### src/rtl/cre_pkg.sv
package cre_pkg;
   localparam int PTR_W      = 8;
   localparam int REG_W      = 16;
   localparam int CMD_W      = 32;
   localparam int CODEC_W    = 4;
   localparam int RUN_BIT    = 1;
   localparam int RST_BIT    = 15;
   localparam int SLOT_SHIFT = 2;

   typedef logic [PTR_W-1:0] ptr_t;

   typedef enum logic [1:0] {
      RA_WPTR = 2'd0,
      RA_RPTR = 2'd1,
      RA_CTRL = 2'd2,
      RA_SIZE = 2'd3
   } reg_addr_e;

   typedef enum logic [1:0] {
      SZ_2    = 2'd0,
      SZ_16   = 2'd1,
      SZ_256  = 2'd2,
      SZ_RSVD = 2'd3
   } size_code_e;

   typedef enum logic [1:0] {
      FE_IDLE  = 2'd0,
      FE_FETCH = 2'd1,
      FE_SEND  = 2'd2
   } fe_state_e;

   typedef enum logic [1:0] {
      RS_OFF  = 2'd0,
      RS_BUSY = 2'd1,
      RS_DONE = 2'd2
   } rs_state_e;

   function automatic ptr_t size_mask(input size_code_e code);
      case (code)
         SZ_2:    return ptr_t'(1);
         SZ_16:   return ptr_t'(15);
         default: return '1;
      endcase
   endfunction
endpackage

### src/rtl/cre_regs.sv
module cre_regs
   import cre_pkg::*;
#(
   parameter int RST_CYCLES = 8
) (
   input  logic             clk,
   input  logic             rst_n,
   input  logic             pwr_down_i,
   input  logic             wr_en_i,
   input  logic [1:0]       wr_addr_i,
   input  logic [REG_W-1:0] wr_data_i,
   input  logic [1:0]       rd_addr_i,
   output logic [REG_W-1:0] rd_data_o,
   input  ptr_t             rp_i,
   input  logic             busy_i,
   output ptr_t             wp_o,
   output ptr_t             mask_o,
   output logic             run_o,
   output logic             rp_clear_o,
   output logic             hold_o
);
   localparam int CNT_W = $clog2(RST_CYCLES + 1);

   ptr_t             wp_q;
   size_code_e       size_q;
   logic             run_q;
   rs_state_e        rs_q;
   logic [CNT_W-1:0] cnt_q;

   logic       wr_ok, stopped;
   logic       wp_acc, size_acc, rst_start, rst_release;
   ptr_t       wp_val;
   size_code_e size_val;
   wire        unused_bits = &{1'b0, wr_data_i[RST_BIT-1:PTR_W]};

   assign mask_o   = size_mask(size_q);
   assign stopped  = !run_q && !busy_i;
   assign wr_ok    = wr_en_i && !pwr_down_i;
   assign wp_val   = wr_data_i[PTR_W-1:0] & mask_o;
   assign size_val = size_code_e'(wr_data_i[1:0]);

   assign wp_acc      = wr_ok && (reg_addr_e'(wr_addr_i) == RA_WPTR) && (wp_val != rp_i);
   assign size_acc    = wr_ok && (reg_addr_e'(wr_addr_i) == RA_SIZE) && stopped
                        && (size_val != SZ_RSVD);
   assign rst_start   = wr_ok && (reg_addr_e'(wr_addr_i) == RA_RPTR) && wr_data_i[RST_BIT]
                        && (rs_q == RS_OFF) && stopped;
   assign rst_release = wr_ok && (reg_addr_e'(wr_addr_i) == RA_RPTR) && !wr_data_i[RST_BIT]
                        && (rs_q == RS_DONE);

   assign rp_clear_o = rst_start || size_acc;
   assign hold_o     = (rs_q != RS_OFF);
   assign wp_o       = wp_q;
   assign run_o      = run_q;

   always_ff @(posedge clk) begin
      if (!rst_n) begin
         wp_q   <= '0;
         size_q <= SZ_256;
         run_q  <= 1'b0;
         rs_q   <= RS_OFF;
         cnt_q  <= '0;
      end else begin
         if (size_acc) begin
            size_q <= size_val;
            wp_q   <= '0;
         end else if (wp_acc) begin
            wp_q <= wp_val;
         end
         if (wr_ok && (reg_addr_e'(wr_addr_i) == RA_CTRL))
            run_q <= wr_data_i[RUN_BIT];
         case (rs_q)
            RS_OFF: if (rst_start) begin
               rs_q  <= RS_BUSY;
               cnt_q <= CNT_W'(RST_CYCLES - 1);
            end
            RS_BUSY: if (cnt_q == '0) rs_q <= RS_DONE;
                     else cnt_q <= cnt_q - 1'b1;
            RS_DONE: if (rst_release) rs_q <= RS_OFF;
            default: rs_q <= RS_OFF;
         endcase
      end
   end

   always_comb begin
      rd_data_o = '0;
      if (pwr_down_i) begin
         rd_data_o = '1;
      end else begin
         case (reg_addr_e'(rd_addr_i))
            RA_WPTR: rd_data_o[PTR_W-1:0] = wp_q;
            RA_RPTR: begin
               rd_data_o[PTR_W-1:0] = rp_i;
               rd_data_o[RST_BIT]   = (rs_q == RS_DONE);
            end
            RA_CTRL: rd_data_o[RUN_BIT] = run_q | busy_i;
            default: rd_data_o[1:0] = size_q;
         endcase
      end
   end

   AST_SIZE_ONLY_STOPPED: assert property (@(posedge clk) disable iff (!rst_n)
      (run_q || busy_i) |=> $stable(size_q));

   AST_RST_NEEDS_STOP: assert property (@(posedge clk) disable iff (!rst_n)
      (rs_q == RS_OFF && (run_q || busy_i)) |=> (rs_q == RS_OFF));
endmodule

### src/rtl/cre_occ.sv
module cre_occ
   import cre_pkg::*;
(
   input  ptr_t wp_i,
   input  ptr_t rp_i,
   input  ptr_t mask_i,
   output logic empty_o,
   output logic full_o,
   output ptr_t level_o
);
   ptr_t wp_next;

   assign wp_next = (wp_i + 1'b1) & mask_i;
   assign empty_o = (wp_i == rp_i);
   assign full_o  = (wp_next == rp_i);
   assign level_o = (wp_i - rp_i) & mask_i;
endmodule

### src/rtl/cre_fetch.sv
module cre_fetch
   import cre_pkg::*;
#(
   parameter int ADDR_W = 32
) (
   input  logic               clk,
   input  logic               rst_n,
   input  logic               run_i,
   input  logic               empty_i,
   input  logic               hold_i,
   input  logic               rp_clear_i,
   input  ptr_t               mask_i,
   input  logic [ADDR_W-1:0]  base_i,
   output ptr_t               rp_o,
   output logic               busy_o,
   output logic               mem_req_o,
   output logic [ADDR_W-1:0]  mem_addr_o,
   input  logic               mem_ack_i,
   input  logic [CMD_W-1:0]   mem_rdata_i,
   output logic               cmd_valid_o,
   input  logic               cmd_ready_i,
   output logic [CMD_W-1:0]   cmd_data_o,
   output logic [CODEC_W-1:0] cmd_codec_o
);
   fe_state_e        state_q;
   ptr_t             rp_q;
   ptr_t             next_slot;
   logic [CMD_W-1:0] cmd_q;

   assign next_slot   = (rp_q + 1'b1) & mask_i;
   assign mem_addr_o  = base_i + (ADDR_W'(next_slot) << SLOT_SHIFT);
   assign mem_req_o   = (state_q == FE_FETCH);
   assign cmd_valid_o = (state_q == FE_SEND);
   assign cmd_data_o  = cmd_q;
   assign cmd_codec_o = cmd_q[CMD_W-1 -: CODEC_W];
   assign busy_o      = (state_q != FE_IDLE);
   assign rp_o        = rp_q;

   always_ff @(posedge clk) begin
      if (!rst_n) begin
         state_q <= FE_IDLE;
         rp_q    <= '0;
         cmd_q   <= '0;
      end else begin
         case (state_q)
            FE_IDLE: if (run_i && !empty_i && !hold_i) state_q <= FE_FETCH;
            FE_FETCH: if (mem_ack_i) begin
               cmd_q   <= mem_rdata_i;
               state_q <= FE_SEND;
            end
            FE_SEND: if (cmd_ready_i) begin
               rp_q    <= next_slot;
               state_q <= FE_IDLE;
            end
            default: state_q <= FE_IDLE;
         endcase
         if (rp_clear_i) rp_q <= '0;
      end
   end

   AST_REQ_HELD: assert property (@(posedge clk) disable iff (!rst_n)
      (mem_req_o && !mem_ack_i) |=> mem_req_o);

   AST_CMD_STABLE: assert property (@(posedge clk) disable iff (!rst_n)
      (cmd_valid_o && !cmd_ready_i) |=> (cmd_valid_o && $stable(cmd_data_o)));

   AST_RP_ONLY_ON_HANDSHAKE: assert property (@(posedge clk) disable iff (!rst_n)
      (!rp_clear_i && !(cmd_valid_o && cmd_ready_i)) |=> $stable(rp_q));

   AST_NO_START_WHEN_STOPPED: assert property (@(posedge clk) disable iff (!rst_n)
      (!run_i && !busy_o) |=> !busy_o);
endmodule

### src/rtl/cmd_ring_engine.sv
module cmd_ring_engine
   import cre_pkg::*;
#(
   parameter int ADDR_W     = 32,
   parameter int RST_CYCLES = 8
) (
   input  logic              clk,
   input  logic              rst_n,
   input  logic              pwr_down,
   input  logic              reg_wr_en,
   input  logic [1:0]        reg_wr_addr,
   input  logic [15:0]       reg_wr_data,
   input  logic [1:0]        reg_rd_addr,
   output logic [15:0]       reg_rd_data,
   input  logic [ADDR_W-1:0] ring_base,
   output logic              mem_req,
   output logic [ADDR_W-1:0] mem_addr,
   input  logic              mem_ack,
   input  logic [31:0]       mem_rdata,
   output logic              cmd_valid,
   input  logic              cmd_ready,
   output logic [31:0]       cmd_data,
   output logic [3:0]        cmd_codec,
   output logic              ring_empty,
   output logic              ring_full,
   output logic [7:0]        ring_level
);
   if (RST_CYCLES < 1 || RST_CYCLES > 999) begin : g_bad_rst
      $error("RST_CYCLES must lie in 1..999");
   end
   if (ADDR_W < PTR_W + SLOT_SHIFT) begin : g_bad_addr
      $error("ADDR_W too narrow for the largest ring");
   end

   ptr_t wp, rp, mask, level;
   logic run, busy, rp_clear, hold, empty_c, full_c;

   cre_regs #(.RST_CYCLES(RST_CYCLES)) u_regs (
      .clk(clk), .rst_n(rst_n), .pwr_down_i(pwr_down),
      .wr_en_i(reg_wr_en), .wr_addr_i(reg_wr_addr), .wr_data_i(reg_wr_data),
      .rd_addr_i(reg_rd_addr), .rd_data_o(reg_rd_data),
      .rp_i(rp), .busy_i(busy), .wp_o(wp), .mask_o(mask), .run_o(run),
      .rp_clear_o(rp_clear), .hold_o(hold)
   );

   cre_occ u_occ (
      .wp_i(wp), .rp_i(rp), .mask_i(mask),
      .empty_o(empty_c), .full_o(full_c), .level_o(level)
   );

   cre_fetch #(.ADDR_W(ADDR_W)) u_fetch (
      .clk(clk), .rst_n(rst_n), .run_i(run), .empty_i(empty_c), .hold_i(hold),
      .rp_clear_i(rp_clear), .mask_i(mask), .base_i(ring_base),
      .rp_o(rp), .busy_o(busy),
      .mem_req_o(mem_req), .mem_addr_o(mem_addr), .mem_ack_i(mem_ack),
      .mem_rdata_i(mem_rdata),
      .cmd_valid_o(cmd_valid), .cmd_ready_i(cmd_ready),
      .cmd_data_o(cmd_data), .cmd_codec_o(cmd_codec)
   );

   assign ring_empty = empty_c;
   assign ring_full  = full_c;
   assign ring_level = level;

   AST_HOLD_NO_TRAFFIC: assert property (@(posedge clk) disable iff (!rst_n)
      hold |-> (!mem_req && !cmd_valid));

   AST_NOT_BOTH_FLAGS: assert property (@(posedge clk) disable iff (!rst_n)
      !(ring_empty && ring_full));
endmodule

### config.mk
export PLATFORM = sky130hd
export DESIGN_NAME = cmd_ring_engine
export DESIGN_NICKNAME = d
export VERILOG_FILES = /design/src/rtl/cre_pkg.sv /design/src/rtl/cre_regs.sv /design/src/rtl/cre_occ.sv /design/src/rtl/cre_fetch.sv /design/src/rtl/cmd_ring_engine.sv
export SDC_FILE = /design/constraint.sdc
export NUM_CORES = 1
export LEC_CHECK = 0
export BUFFER_PORTS_ARGS = -buffer_cell sky130_fd_sc_hd__buf_2
export CORE_ASPECT_RATIO = 1.4
export CORE_MARGIN = 2
export CORE_UTILIZATION = 40
export CTS_CLUSTER_DIAMETER = 100
export DETAILED_ROUTE_END_ITERATION = 6
export PLACE_DENSITY_LB_ADDON = 0.15
export REMOVE_ABC_BUFFERS = 1
export SKIP_CTS_REPAIR_TIMING = 1
export SYNTH_ARGS = -nofsm -noshare
export SYNTH_HDL_FRONTEND = slang
export SYNTH_HIERARCHICAL = 1
export SYNTH_SLANG_ARGS = --single-unit
### constraint.sdc
create_clock -name clk -period 4.12 [get_ports clk]
set_input_delay 0.824 -clock clk [delete_from_list [all_inputs] [get_ports clk]]
set_output_delay 0.824 -clock clk [all_outputs]
set_load 0.02 [all_outputs]
==> results of run 1 <==
-- worst reg2reg max path: stages (launching register included) --
cell,delay [ns]
dfxtp_1,0.41
buf_4,0.20
inv_1,0.06
ha_1,0.33
nand4_1,0.15
nor4_1,0.67
nor4b_1,0.12
a21oi_1,0.15
nor3b_1,0.06
-- per-layer routing --
| metal | vias up | routed length (um) |
|---|---|---|
| li1 | 2290 | - |
| met1 | 2027 | 4630 |
| met2 | 146 | 6190 |
| met3 | 23 | 871 |
| met4 | 0 | 251 |
| met5 | - | 0 |
-- per-stage QoR --
stage	power [uW]	hold slack, ns	worst slack, ns	std cells	instance area, um^2
6_report	1590	0.460	0.243	881	5710
5_1_grt	1650	0.486	0.0155	881	5710
4_1_cts	1610	0.461	0.0400	881	5700
3_5_place_dp	834	0.453	0.395	865	5390
3_3_place_gp	829	0.448	0.503	865	5390
2_1_floorplan	718	0.428	0.0373	537	4260
-- synthesized netlist by cell type, types with 3 or more instances --
cell / number / area, um^2
a21boi_0: 37 / 278
a21o_1: 4 / 30.0
a21oi_1: 23 / 115
a31oi_1: 4 / 25.0
and2_1: 12 / 75.1
and3_1: 3 / 18.8
buf_2: 4 / 20.0
buf_4: 20 / 150
clkbuf_1: 14 / 52.6
dfxtp_1: 59 / 1180
ha_1: 18 / 225
inv_1: 29 / 109
mux2i_1: 19 / 190
nand2_1: 109 / 409
nand2b_1: 10 / 62.6
nand3_1: 32 / 160
nand4_1: 5 / 31.3
nand4b_1: 3 / 26.3
nor2_1: 18 / 67.6
nor2b_1: 9 / 56.3
nor3_1: 9 / 45.0
nor3_2: 7 / 70.1
nor3b_1: 3 / 22.5
nor4_1: 4 / 25.0
nor4b_1: 3 / 26.3
nor4bb_1: 3 / 30.0
o211ai_1: 3 / 22.5
o21ai_0: 9 / 45.0
o21bai_1: 7 / 52.6
or3_1: 3 / 18.8
xnor2_1: 19 / 166
xor2_1: 31 / 272
-- layout make-up --
type | count | area, um^2 | area share (%)
inverter | 29 | 109 | 1.91
sequential | 59 | 1190 | 20.8
tap | 144 | 180 | 3.15
multi-input combinational | 449 | 2980 | 52.1
timing repair buffer | 184 | 946 | 16.6
clock buffer | 12 | 267 | 4.67
clock inverter | 4 | 47.5 | 0.832
-- logic make-up (layout without fill, tap and decap cells) --
kind of cell | count (synthesis) | after routing
buffers and inverters | 73 | 229
other | 1 | 1
and+or+nand+nor | 247 | 247
adders and majority gates | 20 | 20
xor gates and xnor gates | 50 | 50
DFF | 59 | 59
AOI/OAI and AO/OA | 110 | 110
muxes | 21 | 21
-- registers in the layout, summed over array words and instances (netlist names) --
signal              flops
u_regs/size_q           2
u_fetch/rp_o            8
u_regs/run_o            1
u_regs/rs_q             2
u_fetch/cmd_data_o     32
u_fetch/state_q         2
u_regs/cnt_q            4
u_regs/wp_o             8
-- power groups by stage --
| stage | combinational [uW] | clock [uW] | sequential [uW] |
|---|---|---|---|
| after floorplan | 126 | 0 | 592 |
| after global placement | 237 | 0 | 592 |
| after detailed placement | 242 | 0 | 592 |
| after CTS | 242 | 787 | 580 |
| after global routing | 262 | 812 | 580 |
| final | 240 | 768 | 580 |
-- final timing paths --
check                                 startpoint                                  end  slack, ns  cells after the start
max                 u_fetch/rp_o[0]$_SDFFE_PP0P_                         mem_addr[23]       0.24                     12
min          u_fetch/cmd_data_o[26]$_SDFFE_PN0P_  u_fetch/cmd_data_o[26]$_SDFFE_PN0P_       0.46                      2
max reg2reg         u_fetch/rp_o[3]$_SDFFE_PP0P_      u_fetch/state_q[0]$_SDFFE_PN0P_       1.88                      8
min reg2reg  u_fetch/cmd_data_o[26]$_SDFFE_PN0P_  u_fetch/cmd_data_o[26]$_SDFFE_PN0P_       0.46                      2
==> run_results.csv, run 1 <==
group,metric,value,unit
synth,synth-seq-area-share,26.1,%
power,internal_power,1190,uW
clocking,cts.path.max_buffers,2,
timing,worstMarginPinSlew,1.12,ns
timing,fin_setup_tns,0,ns
detailed_routing,drc,0,
floorplan,ios,186,
timing,finalSetupViolations,0,
placed_design,place.gp.congestion,0.849,
floorplan,initial_core_util,40.5,%
synth,muxShareOfSynthArea,4.70,%
power,p_leak,0.00265,uW
worst_hold_path,hold_class,"reg -> reg",
global_route,grt_max_degree,35,
clocking,clockRootBuffer,"clkbuf_16",
clocking,clock_sinks,59,
worst_setup_path,worst-setup-path-type,"reg -> out",
worst_setup_path,cp-start-kind,"flop",
flow_run,maxCapViolCount,0,
global_route,grt-ovfl-total,0,
clocking,cts_tree,"done",
worst_setup_path,worstPathArrival,3.05,ns
worst_setup_path,critPathTopFamily,"simple AND/OR/NAND/NOR gates",
power,p_per_area,278,mW/mm^2
layout,antenna_cells,0,
floorplan,die_area,0.0122,mm^2
global_route,track_usage,19.1,%
worst_setup_path,path_cells,"ha_1 -> nand3_1 -> xnor2_1 -> and2_1 -> ha_1 -> o211ai_1 -> o21a_1 -> a2bb2oi_1 -> buf_4 -> nor4_2 -> xor2_1 -> buf_2",
synth,synth_compound_area_share,16.7,%
power,switching_power,398,uW
layout,nets,842,
global_route,grtUsageMet2,35.2,%
global_route,antenna_found_initial,1,
floorplan,core_area,0.0112,mm^2
worst_setup_path,cp.required,3.30,ns
synth,synthAdderAreaFrac,5.86,%
synth,yosys_warnings,6,
global_route,grt_pass1_vias,4202,
worst_setup_path,crit_buf_inv,2,
layout,layout_commonest_cell,"buf_2",
timing,clock_skew,0.00473,ns
detailed_routing,drt_iter0_drc,182,
synth,avgSynthCellArea,7.79,um^2
synth,syn_inst,581,
worst_setup_path,worst_setup_path_end_kind,"primary output",
timing,min_period_over_period,94.1,%
detailed_routing,drtPass1Iterations,6,
clocking,htree_levels,3,
floorplan,die_h,130,um
global_route,use_met3,5.48,%
timing,hold_viol,0,
clocking,numCtsBuffers,9,
synth,synthDistinctLibCells,66,
layout,n_fill_cell,1134,
floorplan,placementRows,46,
detailed_routing,ant_nets,0,
worst_setup_path,crit_fanout,11,
worst_setup_path,crit_path_max_incr_delay,0.39,ns
clocking,path_clk_slew,0.05,ns
synth,synth_top_family_by_area,"simple AND/OR/NAND/NOR gates",
power,swShare,25.1,%
placed_design,dpl.hpwl,9410,um
synth,synth-xor-area-share,9.67,%
synth,synth-main-ff-cell,"dfxtp_1",
synth,synthArstFlopShare,0,%
layout,area.growth.synth_to_final,26.2,%
synth,synth-simple-area-share,28.7,%
timing,fmax,0.258,GHz
detailed_routing,wirelength,11900,um
placed_design,portBuffers,174,
synth,syn_area,0.00453,mm^2
timing,maxSlewViolCount,0,
layout,mostFrequentLayoutCells,"buf_2 (174), nand2_1 (109), dfxtp_1 (55)",
clocking,insertion_delay,0.32,ns
detailed_routing,detail_route.vias_per_cell,5.09,
floorplan,die_x,93.9,um
power,p_comb_share,15.1,%
global_route,grt_util_met1,20.2,%
power,clockPowerShare,48.3,%
worst_setup_path,crit_top_cell,"ha_1",
timing,rsz0062_at_grt,"false",
worst_setup_path,cp_slowest_cell,"dfxtp_2",
layout,drive_above_1_share,30.5,%
outcome,status,"finished, final reports clean",
global_route,grt_pass1_wl,18900,um
layout,final_util,51.2,%
detailed_routing,vias,4486,
power,irDropWorstVdd,0.225,mV
synth,ys_seq_elements,59,
global_route,top_usage_layer,"met2",
power,seq_power_share,36.5,%
timing,period_needed,3.88,ns
detailed_routing,avgRoutedWirePerCell,13.6,um
timing,max-slew-margin-rel,25.5,%
synth,synth_edf_count,0,
No activity file was read; power rests on OpenSTA's default activity.
==> inputs of run 2 (changes only) <==
CELL_PAD_IN_SITES_DETAIL_PLACEMENT = 1   (was default)
CELL_PAD_IN_SITES_GLOBAL_PLACEMENT = 2   (was default)
CORE_UTILIZATION = 27   (was 40)
clock period = 4.1 ns   (was 4.12 ns; I/O delays follow)
==> run 2 against run 1 <==
Net effect:
- non-clock buffer count up 5
- power down 3.4%
- highest routed layer unchanged
- routed wire length up 23%
- largest cell class unchanged
- global-route usage down 3.0 points
==> run_results.csv, run 2 (synthesized netlist as in run 1, its figures left out) <==
group,metric,value,unit
floorplan,die_h,157,um
layout,antenna_cells,0,
timing,clock_skew,0.00581,ns
worst_setup_path,worst_setup_path_end_kind,"primary output",
timing,min_period_over_period,94.9,%
detailed_routing,wirelength,14600,um
global_route,grt_max_degree,49,
placed_design,placed_cells,927,
floorplan,die_area,0.0178,mm^2
layout,area.growth.synth_to_final,28.1,%
global_route,grt-ovfl-total,0,
worst_setup_path,crit_fanout,11,
placed_design,portBuffers,174,
worst_setup_path,path_cells,"buf_4 -> nand4_1 -> nor2_1 -> xor2_1 -> and2_1 -> ha_2 -> a21oi_1 -> o21bai_1 -> a2bb2oi_1 -> buf_4 -> nor3_2 -> xor2_1 -> buf_2",
worst_setup_path,r2r-end,"u_fetch/rp_o[1]$_SDFFE_PP0P_",
power,p_per_area,264,mW/mm^2
detailed_routing,avgRoutedWirePerCell,15.5,um
clocking,cts.path.max_buffers,2,
detailed_routing,wl_met3,805,um
floorplan,die_x,113,um
clocking,numCtsBuffers,9,
detailed_routing,drtPass1Iterations,4,
clocking,htree_levels,3,
placed_design,place_area,0.00549,mm^2
worst_hold_path,hold_class,"reg -> reg",
layout,final_util,34.9,%
placed_design,place.gp.congestion,0.791,
worst_setup_path,worst-setup-path-type,"reg -> out",
power,p_leak,0.00266,uW
clocking,insertion_delay,0.32,ns
detailed_routing,wl_met1,6070,um
layout,n_fill_cell,2068,
clocking,path_clk_slew,0.06,ns
global_route,grt_pass1_wl,23400,um
worst_setup_path,r2r-start,"u_fetch/state_q[1]$_SDFFE_PN0P_",
worst_setup_path,crit_path_max_incr_delay,0.35,ns
layout,nets,847,
placed_design,dpl.hpwl,11600,um
timing,period_needed,3.89,ns
detailed_routing,top_layer,"met4",
timing,hold_viol,0,
floorplan,placementRows,56,
timing,fin_setup_tns,0,ns
layout,multiInputGateArea,0.00299,mm^2
layout,mostFrequentLayoutCells,"buf_2 (174), nand2_1 (109), dfxtp_1 (56)",
layout,stdcell_count,945,
layout,drive_above_1_share,31.0,%
outcome,status,"finished, final reports clean",
layout,largest_register_ffs,32,
worst_setup_path,crit_start,"u_fetch/rp_o[3]$_SDFFE_PP0P_",
worst_setup_path,cp_slowest_cell,"dfxtp_1",
clocking,clock_sinks,59,
worst_setup_path,crit_end,"mem_addr[19]",
worst_setup_path,worstPathArrival,3.07,ns
timing,max-slew-margin-rel,22.3,%
global_route,antenna_found_initial,0,
timing,maxSlewViolCount,0,
timing,fmax,0.257,GHz
detailed_routing,drc,0,
layout,finalInstanceArea,0.00580,mm^2
detailed_routing,met2_length,7530,um
floorplan,core_area,0.0166,mm^2
power,power,1530,uW
global_route,track_usage,16.1,%
power,irDropWorstVdd,0.198,mV
worst_setup_path,cp.required,3.28,ns
timing,worstMarginPinSlew,1.16,ns
worst_setup_path,ff2ff_path_depth,6,
floorplan,initial_core_util,27.3,%
layout,regArea,0.00118,mm^2
floorplan,ios,186,
worst_setup_path,rrSetupSlack,2.02,ns
detailed_routing,ant_nets,0,
clocking,clockRootBuffer,"clkbuf_16",
timing,finalSetupViolations,0,
timing,rsz0062_at_grt,"true",
worst_setup_path,cp-start-kind,"flop",
detailed_routing,detail_route.vias_per_cell,4.92,
layout,layout_commonest_cell,"buf_2",
flow_run,maxCapViolCount,0,
clocking,cts_tree,"done",
global_route,grt_pass1_vias,4774,
detailed_routing,drt_iter0_drc,132,
detailed_routing,vias,4650,
## run 2: worst min path at each step
stage	to	depth (start not counted)	slack, ns	startpoint
2_1_floorplan	u_fetch/state_q[0]$_SDFFE_PN0P_	1	0.43	u_fetch/state_q[1]$_SDFFE_PN0P_
3_3_place_gp	u_fetch/cmd_data_o[15]$_SDFFE_PN0P_	2	0.45	u_fetch/cmd_data_o[15]$_SDFFE_PN0P_
3_5_place_dp	u_fetch/cmd_data_o[24]$_SDFFE_PN0P_	2	0.46	u_fetch/cmd_data_o[24]$_SDFFE_PN0P_
4_1_cts	u_fetch/state_q[0]$_SDFFE_PN0P_	1	0.47	u_fetch/state_q[1]$_SDFFE_PN0P_
5_1_grt	u_fetch/cmd_data_o[26]$_SDFFE_PN0P_	2	0.48	u_fetch/cmd_data_o[26]$_SDFFE_PN0P_
6_report	u_fetch/cmd_data_o[24]$_SDFFE_PN0P_	2	0.46	u_fetch/cmd_data_o[24]$_SDFFE_PN0P_
## run 2: layout make-up
cell class | instances | area share, %
clock buffers | 9 | 3.88
clock inverters | 7 | 0.906
inverters | 29 | 1.88
multi-input cells | 449 | 51.6
flip-flops and latches | 59 | 20.4
well taps | 203 | 4.38
repair buffers | 189 | 17.0
## run 2: through the flow
step	hold slack, ns	setup slack (ns)
detailed placement	0.458	0.396
CTS	0.466	0.0371
global route	0.483	-0.00271
floorplan	0.428	0.0213
finish	0.460	0.210
global placement	0.448	0.417
## run 2: worst max-delay path: cells and delay by family, from the launching register on
family | cells | cell delay (ns)
AND/OR/NAND/NOR | 4 | 0.58
AO/OA/AOI/OAI | 3 | 0.44
adder cells (fa/ha/maj) | 1 | 0.31
flip-flops | 1 | 0.35
XOR/XNOR | 2 | 0.44
buffers and inverters | 3 | 0.63
## run 2: metal layers
metal / global-route usage, % / up-vias
met2: 30.0 / 123
met1: 18.0 / 2220
li1: - / 2293
met5: 0 / -
met3: 4.12 / 14
met4: 4.41 / 0
## run 2: report_power, final
group / switching (uW) / internal [uW]
sequential: 5.63 / 577
clock: 289 / 411
combinational: 148 / 103
==> inputs of run 3 (changes only) <==
CORE_UTILIZATION = 26   (was 27)
SYNTH_HIERARCHICAL = default   (was 1)
==> run 3 against run 2 <==
Net effect:
- critical endpoint is now mem_addr[17]
- register-to-register slack got worse by 0.17 ns
- hold slack got worse by 0.0095 ns
- critical path depth unchanged
==> run_results.csv, run 3 <==
group,metric,value,unit
outcome,status,"finished, final reports clean",
timing,worstMarginPinSlew,1.17,ns
worst_setup_path,crit_top_cell,"xnor2_1",
clocking,clock_sinks,59,
timing,max-slew-margin-rel,22.1,%
power,irDropWorstVdd,0.195,mV
placed_design,portBuffers,174,
layout,stdcell_count,910,
synth,ys_seq_elements,59,
synth,yosys_warnings,0,
worst_setup_path,crit_fanout,6,
floorplan,placementRows,55,
synth,synth_commonest_cells,"nand2_1 (99), dfxtp_1 (59), a21oi_1 (58)",
global_route,grt_pass1_vias,4562,
synth,synth-seq-area-share,27.9,%
synth,synth_compound_area_share,17.4,%
synth,synth.area.top_cells,"dfxtp_1 (28%), xnor2_1 (9.3%), nand2_1 (8.8%)",
timing,maxSlewViolCount,0,
synth,synth_top_family_by_area,"simple AND/OR/NAND/NOR gates",
worst_setup_path,critPathTopFamily,"simple AND/OR/NAND/NOR gates",
clocking,cts_tree,"done",
detailed_routing,ant_nets,0,
synth,synth-xor-area-share,12.0,%
layout,multiInputGateArea,0.00277,mm^2
layout,largest_register_ffs,32,
synth,synthMostInstantiatedCell,"nand2_1",
layout,n_fill_cell,2026,
global_route,grt-ovfl-total,0,
synth,synthAdderAreaFrac,6.26,%
layout,area.growth.synth_to_final,30.8,%
timing,fin_ws,0.145,ns
floorplan,ios,186,
detailed_routing,wirelength,14700,um
worst_setup_path,cp-start-kind,"flop",
floorplan,die_area,0.0174,mm^2
global_route,grt_max_degree,42,
clocking,insertion_delay,0.33,ns
synth,synth-simple-area-share,25.5,%
layout,mostFrequentLayoutCells,"buf_2 (174), nand2_1 (98), a21oi_1 (57), dfxtp_1 (57), xnor2_1 (45)",
floorplan,initial_core_util,26.4,%
timing,finalSetupViolations,0,
placed_design,dpl.hpwl,11300,um
worst_setup_path,worstPathArrival,3.14,ns
worst_setup_path,cp.required,3.28,ns
flow_run,maxCapViolCount,0,
worst_setup_path,path_cells,"and3_1 -> nand3_1 -> xnor2_1 -> and2_1 -> ha_2 -> o21a_1 -> o211ai_1 -> buf_4 -> a21oi_2 -> o21a_2 -> nand4_1 -> xnor2_1 -> buf_2",
worst_setup_path,cp_slowest_cell,"ha_2",
detailed_routing,drtPass1Iterations,4,
layout,layout_commonest_cell,"buf_2",
worst_setup_path,crit_buf_inv,2,
global_route,antenna_found_initial,0,
synth,synthDistinctLibCells,56,
detailed_routing,drc,0,
clocking,cts.path.max_buffers,2,
synth,synth_edf_count,0,
worst_setup_path,worst-setup-path-type,"reg -> out",
timing,hold_viol,0,
timing,clock_skew,0.00479,ns
timing,fmax,0.253,GHz
layout,antenna_cells,0,
synth,synth_top_area_share,27.9,%
timing,fin_setup_tns,0,ns
detailed_routing,avgRoutedWirePerCell,16.1,um
placed_design,place.gp.congestion,0.769,
floorplan,die_x,112,um
placed_design,placed_cells,889,
synth,syn_area,0.00424,mm^2
detailed_routing,detail_route.vias_per_cell,4.97,
floorplan,core_area,0.0160,mm^2
worst_hold_path,hold_class,"reg -> reg",
floorplan,die_h,155,um
synth,synthArstFlopShare,0,%
synth,synth_top_area_cell,"dfxtp_1",
placed_design,dp_slack,0.380,ns
layout,drive_above_1_share,31.4,%
timing,min_period_over_period,96.5,%
layout,regArea,0.00118,mm^2
synth,synth-main-ff-cell,"dfxtp_1",
global_route,grt_pass1_wl,23100,um
global_route,track_usage,16.3,%
layout,nets,816,
clocking,clockRootBuffer,"clkbuf_16",
synth,muxShareOfSynthArea,2.83,%
detailed_routing,drt_iter0_drc,184,
synth,syn_inst,548,
worst_setup_path,crit_path_max_incr_delay,0.41,ns
synth,avgSynthCellArea,7.74,um^2
detailed_routing,vias,4519,
power,p_leak,0.00247,uW
clocking,path_clk_slew,0.06,ns
clocking,htree_levels,3,
worst_setup_path,worst_setup_path_end_kind,"primary output",
power,p_per_area,274,mW/mm^2
clocking,numCtsBuffers,9,
timing,period_needed,3.96,ns
run 3: changes by cell type after synthesis, moves of 6 or more:
cell	change
mux2i_1	-7
nand2_1	-10
xor2_1	-18
nand2b_1	-8
and3_1	+10
a21oi_1	+35
nand3_1	-10
nor2_1	+6
inv_1	-8
nor3_2	-7
buf_4	-6
xnor2_1	+26
a21boi_0	-37
nand4_1	+12
run 3: metal layers:
layer | up-vias | part of all wire (%) | global-route usage [%]
li1 | 2206 | - | -
met1 | 2193 | 42 | 18.4
met2 | 107 | 53 | 31.2
met3 | 13 | 4.2 | 2.53
met4 | 0 | 1.3 | 4.99
met5 | - | 0 | 0
run 3: through the flow:
step	total power [uW]	utilization [%]	cell area (um^2)	hold slack, ns
3_3_place_gp	834	32.3	5170	0.440
4_1_cts	1550	34.0	5450	0.453
6_report	1520	34.6	5550	0.451
2_1_floorplan	717	-	3980	0.495
3_5_place_dp	839	32.3	5170	0.445
5_1_grt	1600	34.6	5550	0.475
run 3: path summary, 6_finish.rpt:
path / startpoint / end / slack [ns] / cells past startpoint
max: u_fetch.rp_o[0]$_SDFFE_PP0P_ / mem_addr[17] / 0.14 / 13
min: u_fetch.cmd_data_o[17]$_SDFFE_PN0P_ / u_fetch.cmd_data_o[17]$_SDFFE_PN0P_ / 0.45 / 2
max reg2reg: u_regs.size_q[1]$_SDFFE_PN1P_ / u_regs.wp_o[0]$_SDFFE_PP0P_ / 1.85 / 7
min reg2reg: u_fetch.cmd_data_o[17]$_SDFFE_PN0P_ / u_fetch.cmd_data_o[17]$_SDFFE_PN0P_ / 0.45 / 2
run 3: power by group:
group | switching (uW) | internal (uW) | total, uW | leakage [uW]
registers | 5.94 | 578 | 584 | 0.000477
logic | 146 | 96.5 | 243 | 0.00186
clock network | 272 | 423 | 695 | 0.000130
run 3: logic make-up (layout without fill, tap and decap cells):
logic type	Yosys count	in the layout
adders and majority gates	20	20
buffers and inverters	64	225
xor gates and xnor gates	58	58
muxes	12	12
DFF	59	59
and+or+nand+nor	220	220
AOI/OAI and AO/OA	115	117
run 3: final cells by class:
cell class,instances,area share [%]
Clock buffer,10,4.31
Clock inverter,6,0.744
Inverter,22,1.49
Multi-Input combinational cell,427,49.9
Sequential cell,59,21.3
Tap cell,199,4.49
Timing Repair Buffer,187,17.7
run 3: worst register-to-register path: cells and delay by family (launching register included):
family | cells | cell delay (ns)
buffers and inverters | 1 | 0.30
and+or+nand+nor | 1 | 0.05
DFF | 1 | 0.33
muxes | 1 | 0.25
AOI/OAI and AO/OA | 4 | 1.21
